**config.mk**
```make
export PLATFORM = sky130hd
export DESIGN_NAME = nc_region_decoder
export DESIGN_NICKNAME = d
export VERILOG_FILES = /design/src/rtl/nc_region_decoder.sv
export SDC_FILE = /design/constraint.sdc
export NUM_CORES = 1
export LEC_CHECK = 0
export ABC_AREA = 1
export CAP_MARGIN = 5
export CORE_ASPECT_RATIO = 1.2
export CORE_UTILIZATION = 58
export DETAILED_ROUTE_END_ITERATION = 8
export DONT_BUFFER_PORTS = 1
export PLACE_DENSITY = 0.84
export SLEW_MARGIN = 30
export SYNTH_ARGS = -nofsm -noshare
export SYNTH_HDL_FRONTEND = slang
export SYNTH_SLANG_ARGS = --single-unit
```
**constraint.sdc**
```tcl
create_clock -name clk -period 6.1 [get_ports clk]
set_input_delay 0.61 -clock clk [delete_from_list [all_inputs] [get_ports clk]]
set_output_delay 0.61 -clock clk [all_outputs]
set_load 0.05 [all_outputs]
```
**src/rtl/nc_region_decoder.sv**
```systemverilog
module nc_region_decoder #(
  parameter int NREG = 4
) (
  input  logic        clk,
  input  logic        rst_n,
  input  logic        io_sel,
  input  logic        io_wr,
  input  logic [7:0]  io_wdata,
  output logic [7:0]  io_rdata,
  input  logic [31:0] mem_addr,
  output logic        uncacheable,
  output logic        a20m_en,
  output logic        ken_en,
  output logic        flush_en,
  output logic        hold_flush,
  output logic        direct_map,
  output logic        suspend_en,
  output logic        repl_en
);
  localparam int DBYTES = 3 * NREG;
  localparam int OFF_W  = $clog2(DBYTES);
  localparam int DBASE  = 'hC4;
  localparam logic [7:0] CTL0 = 8'hC0;
  localparam logic [7:0] CTL1 = 8'hC1;

  logic [7:0]       idx_q;
  logic [7:0]       ctl0_q;
  logic             ctl1_q;
  logic [7:0]       desc_q [DBYTES];
  logic             in_desc;
  logic [OFF_W-1:0] doff;
  logic [NREG-1:0]  hit;
  logic             low64, vga;

  assign in_desc = (int'(idx_q) >= DBASE) && (int'(idx_q) < DBASE + DBYTES);
  assign doff    = OFF_W'(int'(idx_q) - DBASE);

  always_ff @(posedge clk or negedge rst_n) begin
    if (!rst_n) begin
      idx_q  <= '0;
      ctl0_q <= '0;
      ctl1_q <= 1'b0;
      for (int i = 0; i < DBYTES; i++) desc_q[i] <= '0;
    end else if (io_wr) begin
      if (!io_sel)             idx_q        <= io_wdata;
      else if (idx_q == CTL0)  ctl0_q       <= io_wdata;
      else if (idx_q == CTL1)  ctl1_q       <= io_wdata[0];
      else if (in_desc)        desc_q[doff] <= io_wdata;
    end
  end

  always_comb begin
    if (!io_sel)            io_rdata = idx_q;
    else if (idx_q == CTL0) io_rdata = ctl0_q;
    else if (idx_q == CTL1) io_rdata = {7'd0, ctl1_q};
    else if (in_desc)       io_rdata = desc_q[doff];
    else                    io_rdata = 8'hFF;
  end

  for (genvar g = 0; g < NREG; g++) begin : g_region
    logic [31:0] start;
    logic [31:0] mask;
    logic [3:0]  code;
    assign start = {desc_q[3*g], desc_q[3*g+1], desc_q[3*g+2][7:4], 12'h000};
    assign code  = desc_q[3*g+2][3:0];
    assign mask  = (code == 4'hF) ? 32'h0 : (32'hFFFF_FFFF << (32'(code) + 32'd11));
    assign hit[g] = (code != 4'h0) && (((mem_addr ^ start) & mask) == 32'h0);
  end

  assign low64 = ctl0_q[0] && (mem_addr[19:16] == 4'h0);
  assign vga   = ctl0_q[1] && (mem_addr[31:20] == 12'h0) && (mem_addr[19:17] >= 3'd5);
  assign uncacheable = (|hit) | low64 | vga;

  assign a20m_en    = ctl0_q[2];
  assign ken_en     = ctl0_q[3];
  assign flush_en   = ctl0_q[4];
  assign hold_flush = ctl0_q[5];
  assign direct_map = ctl0_q[6];
  assign suspend_en = ctl0_q[7];
  assign repl_en    = ctl1_q;
endmodule


```
After elaboration in Yosys (flattened, before gate mapping)
Index checks and enable logic that the tools add are counted.
- bits in registers: 113
- output and inout port bits: 16
- logic and storage cells: 87
- input port bits: 44
- eq/ne operators: 6
- shift-type cells: 4
- add/sub/neg operators: 5
- reduce and logical (&&, ||, !) cells: 24
- bitwise gates (word level): 14
- order comparisons: 5
- mux-type cells: 14
- operator list (cell ; count):
    $and 32x32->32 ; 4
    $logic_not 32->1 ; 4
    $mux 32 ; 4
    $shl 32x5->32 const A ; 4
    $xor 32x32->32 ; 4
    $bwmux 96 ; 1
    $mux 8 ; 7
    $bmux 8 s4 ; 1
    $demux 8 s4 ; 1
    $add 4x4->5 const B ; 4
    $eq 4x4->1 const B ; 4
    $eq 8x8->1 const B ; 2
    $reduce_bool 4->1 ; 4
    $logic_not 12->1 ; 1
    $logic_and 1x1->1 ; 9
    $ge 8x8->1 const B ; 1
    $lt 8x8->1 const B ; 1
    $ge 5x5->1 const B ; 1
    $lt 5x1->1 const B ; 1
    $not 4->5 ; 1
    $reduce_and 5->1 ; 1
    $logic_not 4->1 ; 1
    $reduce_and 4->1 ; 1
    $reduce_or 4->1 ; 1
    other kinds (6) ; 9

Logic depth before layout (Yosys ltp)
Gate-level depths: netlist (run 1).
- depth after elaboration: 9
- depth in mapped cells: 19
- mapped depth without buffers: 19

Worst setup path after synthesis (run 1)
Ideal clock, no wire load.
- path kind: register to output
- start: reg idx_q[2]
- end: out io_rdata[7]
- stages on the path, launching flop included: 10
- required time: 5.490 ns
- slack: 2.562 ns
- data arrival time: 2.928 ns
- buffers on the path: 3
- cells stage by stage: dfrtp_1 > clkbuf_1 > inv_1 > clkbuf_1 > ha_1 > nand3_1 > clkbuf_1 > nor2_2 > a22oi_1 > o21ai_0
- longest elaborated chain between the ends: 9
- elaborated cells on any way between the ends: 14
- classes of those cells: add/sub: 1; order compare: 2; eq/ne: 2; mux: 7; bitwise: 1; reduce/logical: 1
- RTL lines (element ; line ; source):
    start: declaration ; 26 ; logic [7:0] idx_q;
    start signal: assignment ; 45 ; if (!io_sel) idx_q <= io_wdata;
    $sub 4x3->4 ; 36 ; assign doff = OFF_W'(int'(idx_q) - DBASE);
    $not 4->5 (not written as such) ; 56 ; else if (in_desc) io_rdata = desc_q[doff];
    $bmux 8 s4 ; 56 ;
    $mux 8 (not written as such) (2 in series) ; 56 ;
    $mux 8 ; 56 ;
    $mux 8 ; 55 ; else if (idx_q == CTL1) io_rdata = {7'd0, ctl1_q};
    $mux 8 (*) ; 54 ; else if (idx_q == CTL0) io_rdata = ctl0_q;
    $mux 8 (*) ; 53 ; if (!io_sel) io_rdata = idx_q;
    end: declaration ; 9 ; output logic [7:0] io_rdata,
Mark *: on every way between the ends. The rest lies on a longest branch, timed or not. The select of a mux whose other input is x is not followed.

Worst setup path in the final report (run 1)
- start: reg idx_q[0]
- end: out io_rdata[5]
The elaborated chain is that of the path after synthesis.

==> impl_results.md, run 1 <==
- Outcome: completed
- Hold-fix buffer count after cts: 1
- Final min period: roughly 4.3 ns
- Worst-path clk slew: 0.05 ns
- Synth-to-Final Area Change: 6.18%
- Busiest grt layer: met2
- Final period util: a little over two thirds
- Final setup fails: 0
- Worst min path class: primary input to asynchronous set/reset pin
- Drt total wl: ~26,000 um
- Layout Skew: around 0.0076 ns
- GR Util met1: roughly 51%
- Commonest cells post-synth: nand2_1, dfrtp_1, nand3_1
- Synth Warn #: 0
- Top-count cell post-synth: nand2_1
- Worst setup EP type: output port
- Global-route wire length before repair: roughly 40,000 um
- Ant. Diodes: 0
- FF+latch count, synth: roughly 110
- Max incr delay on CP: approximately 0.85 ns
- H-tree depth: 4
- Worst-margin pin slew: 0.965 ns
- Reg-to-Reg Start: idx_q[2]
- Worst-path cell chain: nand2_1, inv_1, nand2_1, a41oi_1, o21ai_0, nand2_1, nand2_1, a22oi_1
- Async SR Flop Fraction: 100%
- Post_cts resized: 0
- Core Region: roughly 0.014 mm^2
- Layout cells sized above 1: between 4 and 5%
- Root buf cell: clkbuf_16
- First drt pass iteration count: 5
- FILL cells: around 1,300
- ANT nets after route: 0
- Post-DP HPWL: around 19,000 um
- Relative slew slack: around a third
- Worst setup startpoint: idx_q[0]
- Finished Core Util: between 60% and 70%
- Worst-path fanout max: 24
- Gpl congestion: a little under 1
- Width of the die: about 110 um
- Max-cap violation count: 0
- Met3 usage: between 8 and 9%
- Via-per-instance ratio: about 6.1
- Fin nets: between 1,000 and 1,500
- VDD IR max: ~250 uV
- Gr usage total: a little under two fifths
- Mapped cell area: roughly 0.008 mm^2
- M2 GR Usage: 54.4%
- Final worst setup slack: 1.81 ns
- Buffers on Ports: 0
- Clk_lat worst skew: around 0.42 ns
- Initial antenna violation count: 0
- Area leader, netlist: dfrtp_1
- Synth area leaders: dfrtp_1, nand2_1, xor2_1, nand3_1, o21ai_0
- Power density over cell area: 249 mW/mm^2
- Die Span Y: between 100 and 150 um
- Post-synth top flop: dfrtp_1
- Post-synth EDFFs: 0
- CTS sink count: approximately 110
- Total Power: 2.15 mW
- Net Count, Synth: 1,219
- Gate Count Post-Synth: 1,154
- Global route total overflow: 0
- Critical path class: register to output port
- CP arrival: ~3.7 ns
- Most used cell, CP: nand2_1
- Max stage delay cell, worst path: a22oi_1
- Setup TNS: 0 ns
- # IOs: 60
- FMAX: about 230 MHz
- Largest net degree at the start of global routing: between 100 and 150
- Vias in the first global route: between 7,000 and 8,000
- Pre-CTS WS: around 2.4 ns
- Total CTS buffers: 17
- CTS Buffer Depth: 2
- Max-slew violations: 0
- CP startpoint kind: register
- Cell variety after synth: 38
- DR iter-0 viols: between 1,000 and 1,500
- Core Rows: 47
- Die ar.: between 0.01 and 0.015 mm^2
- Final-report hold violation count: 0
- CTS tree: built
- Critical Path RT: between 5 and 6 ns
- Avg Cell Area, Syn: a little over 7 um^2
- Post-CTS setup buffers: 0
- Vias: 7,928
- Routed wire length per instance: between 15 and 20 um
- RSZ-0062 raised after global routing: false
- Sequential fraction of the synthesis area: a little over a third
- Area share of the largest cell type after synthesis: about a third
- Pleak: approximately 4.2 nW
- Initial Util: between 50% and 60%
- Drc violations: 0
## power by group
| group | switching [mW] | internal, mW | total, mW |
|---|---|---|---|
| Clock | 0.326 | 0.672 | 0.998 |
| Combinational | 0.227 | 0.0873 | 0.315 |
| Sequential | 0.0605 | 0.779 | 0.840 |
## placed cells by master (no fill, tap or decap), types with 11 or more instances in the layout
cell,count
nand2_1,401
dfrtp_1,113
nand3_1,85
inv_1,84
o21ai_0,79
o21ai_1,65
xor2_1,61
nor2_1,50
a21oi_1,33
a22oi_1,22
ha_1,21
clkbuf_16,17
xnor2_1,11
## worst max-delay path: cells and delay by family, from the launching register on
family                 cells  cell delay, ns
and+or+nand+nor            4            0.52
buffers and inverters      1            0.74
DFF                        1            0.54
AOI/OAI and AO/OA          3            1.45
## sequential cells by signal, indices dropped and copies added (netlist names)
name	cells
idx_q	8
desc_q	96
repl_en	1
ctl0_q	8
## routing by layer
metal / share of wire, % / vias up
li1: - / 3722
met3: 11 / 102
met2: 44 / 467
met5: 0 / -
met4: 5.1 / 0
met1: 40 / 3637
## kinds of logic (layout without fill, tap and decap cells)
logic type      Yosys count  in the layout  synth area share, %
compound gates          231            231                 16.0
xor+xnor                 72             72                 7.75
fa+ha+maj                21             21                 3.23
buf+inv                 148            120                 8.23
flops                   113            113                 34.8
simple gates            569            569                 30.0
## path summary, 6_finish.rpt
| path | slack (ns) | to | cells after the start |
|---|---|---|---|
| worst max register to register | 2.65 | desc_q[3] | 7 |
| min in group clk | 0.49 | ctl0_q[0] | 2 |
| worst min register to register | 0.49 | ctl0_q[0] | 2 |
| max in group asynchronous | 5.51 | desc_q[77] | 1 |
| worst max-delay path | 1.81 | io_rdata[5] | 8 |
| worst min-delay path | 0.09 | desc_q[3] | 1 |
## layout make-up
| cell class | count | area, um^2 | area share [%] |
|---|---|---|---|
| multi-input combinational | 893 | 4650 | 53.8 |
| sequential | 113 | 2830 | 32.7 |
| clock buffer | 27 | 493 | 5.71 |
| timing repair buffer | 1 | 27.5 | 0.319 |
| tap | 171 | 214 | 2.48 |
| clock inverter | 5 | 100 | 1.16 |
| inverter | 87 | 327 | 3.78 |
## stage by stage
step                instances  hold WS [ns]  cell area, um^2
global route             1297         0.144             8640
finish                   1297        0.0914             8640
floorplan                1154         0.314             8140
detailed placement       1264         0.316             8020
CTS                      1297         0.158             8640
global placement         1264         0.316             8010
(Power assumes the default switching activity.)
==> run 2: changes to the inputs <==
clock period = 4.15 ns   (was 6.1 ns; I/O delays follow)
==> impl_results.md, run 2 (synthesized netlist as in run 1, its figures left out) <==
- Outcome: completed
- Pleak: around 4.3 nW
- H-tree depth: 4
- Most common cell after layout, fill and taps aside: nand2_1
- # IOs: 60
- Vias in the first global route: 7,397
- Core Rows: 47
- Clock network fraction of total power: around 46%
- Routed wire length per instance: 19.7 um
- Design internal power: roughly 2.2 mW
- Post-DP HPWL: 18,600 um
- Synth-to-Final Area Change: 7.57%
- Die Span Y: about 130 um
- Largest net degree at the start of global routing: around 110
- RSZ-0062 raised after global routing: false
- Area of the multi-input gates: approximately 0.0046 mm^2
- Final setup fails: 0
- Fin nets: about 1,200
- Initial Util: ~59%
- CTS tree: built
- CTS Buffer Depth: 2
- Via-per-instance ratio: approximately 6.2
- Switching Power: slightly below 1 mW
- Setup TNS: 0 ns
- Clk_lat worst skew: ~0.42 ns
- Reg area: about 0.0028 mm^2
- CTS sink count: between 100 and 150
- Max-slew violations: 0
- CP arrival: about 3.3 ns
- Global route total overflow: 0
- CP startpoint kind: register
- Post-CTS setup buffers: 0
- Buffers on Ports: 0
- Switching part of the total: roughly 30%
- Power density over cell area: between 300 and 400 mW/mm^2
- Layout cells sized above 1: under 10%
- Global-route wire length before repair: between 40,000 and 50,000 um
- Drt total wl: 25,900 um
- Placed cell area: 0.00810 mm^2
- Gpl congestion: between 0.9 and 1
- Max-cap violation count: 0
- Sequential power share: between 30% and 40%
- Width of the die: around 110 um
- Worst-margin pin slew: between 0.8 and 0.9 ns
- Power share of the combinational group: 15.4%
- Worst setup EP type: output port
- Initial antenna violation count: 0
- FILL cells: roughly 1,200
- Largest registers: desc_q (96), ctl0_q (8), idx_q (8)
- Final min period: about 3.7 ns
- Worst-path clk slew: approximately 0.06 ns
- Final-report hold violation count: 0
- Critical Path RT: roughly 3.7 ns
- Hold Slack: 0.307 ns
- Total CTS buffers: 17
- Relative slew slack: 41.9%
- Critical path class: register to output port
- Final Instance Area: just under 0.009 mm^2
- ANT nets after route: 0
- Vias: 8,098
- Layout Skew: between 0.008 and 0.009 ns
- Core Region: approximately 0.014 mm^2
- DR iter-0 viols: 1,441
- Register name with the most flops: desc_q
- Final period util: ~90%
- Gr usage total: a little under two fifths
- Worst-path fanout max: 22
- Worst min path class: primary input to register
- Max FFs per register: 96
- Root buf cell: clkbuf_16
- Ant. Diodes: 0
- VDD IR max: slightly below 400 uV
- Most frequent cells in the layout: nand2_1, dfrtp_1, nand3_1
- Drc violations: 0
- FMAX: ~270 MHz
- Die ar.: between 0.01 and 0.015 mm^2
- Total Power: between 3 and 4 mW
- First drt pass iteration count: 6
-- run 2: cell count changes in the layout (fill, tap and decap cells not counted), sizes merged --
cell / delta
buf: +13
clkbuf: -6
clkinvlp: +5
bufinv: -1
clkinv: +1
dlygate4sd3: +1
inv: +1
-- run 2: area by class of cell --
| cell class | instances | share of cell area, % |
|---|---|---|
| flip-flops and latches | 113 | 32.3 |
| repair buffers | 15 | 1.54 |
| multi-input cells | 893 | 53.0 |
| clock buffers | 21 | 5.49 |
| inverters | 87 | 3.73 |
| well taps | 171 | 2.44 |
| clock inverters | 11 | 1.47 |
-- run 2: worst paths after layout --
path / from / end / slack, ns / cells past startpoint
setup / recovery: idx_q[0] / io_rdata[5] / 0.46 / 9
hold / removal: io_wr / repl_en / 0.31 / 4
setup reg to reg: idx_q[2] / desc_q[3] / 0.98 / 10
hold reg to reg: desc_q[54] / desc_q[54] / 0.48 / 2
max in group asynchronous: rst_n / desc_q[79] / 3.10 / 2
min in group asynchronous: rst_n / desc_q[1] / 0.59 / 2
-- run 2: per-layer routing --
metal | vias up | wire length [um] | track usage (%)
met5 | - | 0 | 0
met4 | 0 | 1600 | 21.6
met3 | 127 | 2890 | 8.11
met2 | 598 | 11400 | 54.4
met1 | 3634 | 10000 | 51.1
li1 | 3739 | - | -
-- run 2: repair_timing --
action	CTS	global route
hold buffers	2	0
resized for setup	0	0
endpoints found under the hold margin	113	0
-- run 2: power groups by stage --
stage,Combinational (mW),Clock [mW],Sequential (mW)
finish,0.492,1.48,1.23
global route,0.536,1.52,1.23
CTS,0.480,1.47,1.23
detailed placement,0.450,0,1.24
global placement,0.442,0,1.24
floorplan,0.362,0,1.22
-- run 2: per-stage QoR --
step	instances	util (%)	setup slack, ns
3_5_place_dp	1277	58.9	1.11
5_1_grt	1311	63.6	0.411
2_1_floorplan	1154	-	0.807
6_report	1311	63.6	0.463
3_3_place_gp	1277	58.9	1.12
4_1_cts	1311	63.6	0.657
-- run 2: critical path, stage by stage (launching register included) --
cell     delay (ns)
dfrtp_1        0.51
nand2_1        0.20
inv_1          0.69
nand2_1        0.13
a41oi_1        0.47
o21ai_0        0.25
nand2_1        0.14
nand2_1        0.07
a22oi_1        0.16
buf_4          0.23
==> run 3: changes to the inputs <==
ABC_AREA = default   (was 1)
GPL_TIMING_DRIVEN = 0   (was default)
==> impl_results.md, run 3 <==
- Outcome: completed
- Initial Util: about 60%
- # IOs: 60
- Final Instance Area: about 0.009 mm^2
- Max incr delay on CP: between 0.5 and 0.6 ns
- Mapped cell area: 0.00806 mm^2
- Max stage delay cell, worst path: dfrtp_1
- Buffers on Ports: 0
- Sequential power share: 36.9%
- Worst-path clk slew: 0.06 ns
- CP arrival: roughly 3.7 ns
- Avg Cell Area, Syn: between 10 and 15 um^2
- Final period util: 99.8%
- Worst-path fanout max: 10
- Fin cells: about 1,000
- Gate Count Post-Synth: 787
- Area of the multi-input gates: around 0.0049 mm^2
- FMAX: 241 MHz
- CTS Buffer Depth: 2
- Relative slew slack: between 40 and 50%
- Critical path's top delay family: simple AND/OR/NAND/NOR gates
- Pleak: 4.10 nW
- Largest registers: desc_q (96), ctl0_q (8), idx_q (8)
- Final min period: around 4.1 ns
- Worst min path class: primary input to register
- Setup TNS: 0 ns
- Vias in the first global route: 6,955
- ANT nets after route: 0
- Final setup fails: 0
- Initial antenna violation count: 0
- Clk_lat worst skew: 0.42 ns
- Most frequent cells in the layout: dfrtp_1, mux2_1, xor2_1
- Worst Hold Path Cells: 1
- Vias: between 7,000 and 8,000
- Global route total overflow: 0
- Power share of the combinational group: 17.4%
- Core Rows: between 40 and 50
- Synth Warn #: 0
- Power density over cell area: about 370 mW/mm^2
- Max-slew violations: 0
- Reg area: approximately 0.0028 mm^2
- Worst setup startpoint: desc_q[25]
- Clock network fraction of total power: 45.7%
- Gpl congestion: about 1
- CTS sink count: around 110
- Net Count, Synth: about 850
- Hold Crit Endpoint: desc_q[6]
- CTS tree: built
- Max-cap violation count: 0
- Switching part of the total: 29.8%
- Reg-to-Reg Start: idx_q[2]
- Critical path class: register to output port
- Worst setup EP type: output port
- FILL cells: slightly below 1,000
- Post-synth top flop: dfrtp_1
- Post-DP HPWL: between 15,000 and 20,000 um
- Commonest cells post-synth: dfrtp_1, mux2_1, xor2_1
- R2R depth: 10
- Synth-to-Final Area Change: 11.5%
- R2r setup slk: a little over 0.9 ns
- Inst Count DP: around 960
- CP startpoint kind: register
- Die ar.: approximately 0.014 mm^2
- Total CTS buffers: 17
- Most common cell after layout, fill and taps aside: dfrtp_1
- Synth area leaders: dfrtp_1, mux2_1, mux4_2, xor2_1, xnor2_1
- Root buf cell: clkbuf_16
- Ant. Diodes: 0
- Drt total wl: ~27,000 um
- Layout Skew: 0.00846 ns
- Worst-margin pin slew: approximately 0.83 ns
- DR iter-0 viols: 1,010
- Gr usage total: just over 40%
- Area share of the largest cell type after synthesis: a little over a third
- First drt pass iteration count: 8
- Hold Slack: approximately 0.12 ns
- Total Power: 3.36 mW
- Final-report hold violation count: 0
- Fin nets: 873
- Routed wire length per instance: 27.6 um
- Drc violations: 0
- Placed cell area: slightly above 0.008 mm^2
- Register name with the most flops: desc_q
- RSZ-0062 raised after global routing: true
- Width of the die: 110 um
- Core Region: around 0.013 mm^2
- Die Span Y: between 100 and 150 um
- Buffers plus inverters on the worst setup path: 2
- Post-synth EDFFs: 0
- Async SR Flop Fraction: 100%
- H-tree depth: 4
- Max FFs per register: between 90 and 100
- Design internal power: roughly 2.4 mW
- Area leader, netlist: dfrtp_1
- Hold Crit Start: io_wdata[6]
- VDD IR max: 422 uV
- R2R Path End: desc_q[24]
- Global-route wire length before repair: around 42,000 um
- Cell variety after synth: 63
- Sequential fraction of the synthesis area: 35.1%
- FF+latch count, synth: 113
- Layout cells sized above 1: 11.3%
- Switching Power: roughly 1.0 mW
- Top-count cell post-synth: dfrtp_1
- Worst-path cell chain: inv_1, ha_1, buf_6, or4_4, nand2_1, nand2_1, a221o_1, or4_1, a221o_1, nand4_1
- Via-per-instance ratio: between 7 and 8
- Critical Path RT: around 3.7 ns
- Largest net degree at the start of global routing: roughly 110
run 3: per-layer routing:
| metal | GRT usage (%) | part of all wire [%] | up-vias |
|---|---|---|---|
| met2 | 60.0 | 45 | 674 |
| met3 | 11.2 | 13 | 190 |
| met4 | 25.8 | 8.1 | 0 |
| met5 | 0 | 0 | - |
| met1 | 51.0 | 34 | 3353 |
| li1 | - | - | 2943 |
run 3: how the worst max path moves through the flow:
stage,endpoint,cells after the start
2_1_floorplan,uncacheable,10
3_3_place_gp,uncacheable,11
3_5_place_dp,uncacheable,11
4_1_cts,uncacheable,10
5_1_grt,uncacheable,11
6_report,uncacheable,10
run 3: power groups by stage:
stage,Clock [mW],Combinational [mW],Sequential (mW)
finish,1.53,0.585,1.24
global route,1.58,0.619,1.24
CTS,1.53,0.558,1.24
detailed placement,0,0.519,1.25
global placement,0,0.507,1.25
floorplan,0,0.402,1.23
run 3: worst register-to-register path, stage by stage (launching register included):
cell	delay, ns
dfrtp_1	0.40
clkbuf_1	0.42
inv_1	0.18
ha_1	0.23
and2_1	0.17
and2b_1	0.24
and4b_1	0.31
and2_1	0.13
clkbuf_1	0.19
nand2_1	0.37
mux2_1	0.46
run 3: per-stage QoR:
step | util, % | setup slack, ns
global route | 67.0 | -0.139
global placement | 61.7 | 0.424
floorplan | - | 0.826
CTS | 66.7 | 0.0145
detailed placement | 61.8 | 0.464
finish | 67.0 | 0.00745
run 3: what timing repair did:
item | 4_1_cts | 5_1_grt
gates resized for setup | 1 | 8
endpoints found under the setup margin | 1 | 4
endpoints found under the hold margin | 113 | 0
hold buffers | 2 | 0
setup buffers | 0 | 0
pin swaps | 0 | 1
run 3: cell type report:
| type | instances | share of cell area, % |
|---|---|---|
| Multi-Input combinational cell | 584 | 54.8 |
| Sequential cell | 113 | 31.5 |
| Clock buffer | 18 | 4.78 |
| Buffer | 64 | 2.95 |
| Tap cell | 168 | 2.34 |
| Clock inverter | 14 | 2.12 |
| Inverter | 26 | 1.09 |
| Timing Repair Buffer | 2 | 0.418 |
run 3: cell families (layout without fill, tap and decap cells):
| logic type | Yosys count | count (layout) | synth area share, % |
|---|---|---|---|
| and+or+nand+nor | 136 | 136 | 8.88 |
| AOI/OAI and AO/OA | 194 | 194 | 15.2 |
| DFF | 113 | 113 | 35.1 |
| buffers and inverters | 90 | 124 | 4.48 |
| xor gates and xnor gates | 91 | 91 | 9.89 |
| adders and majority gates | 21 | 21 | 3.26 |
| muxes | 142 | 142 | 23.2 |
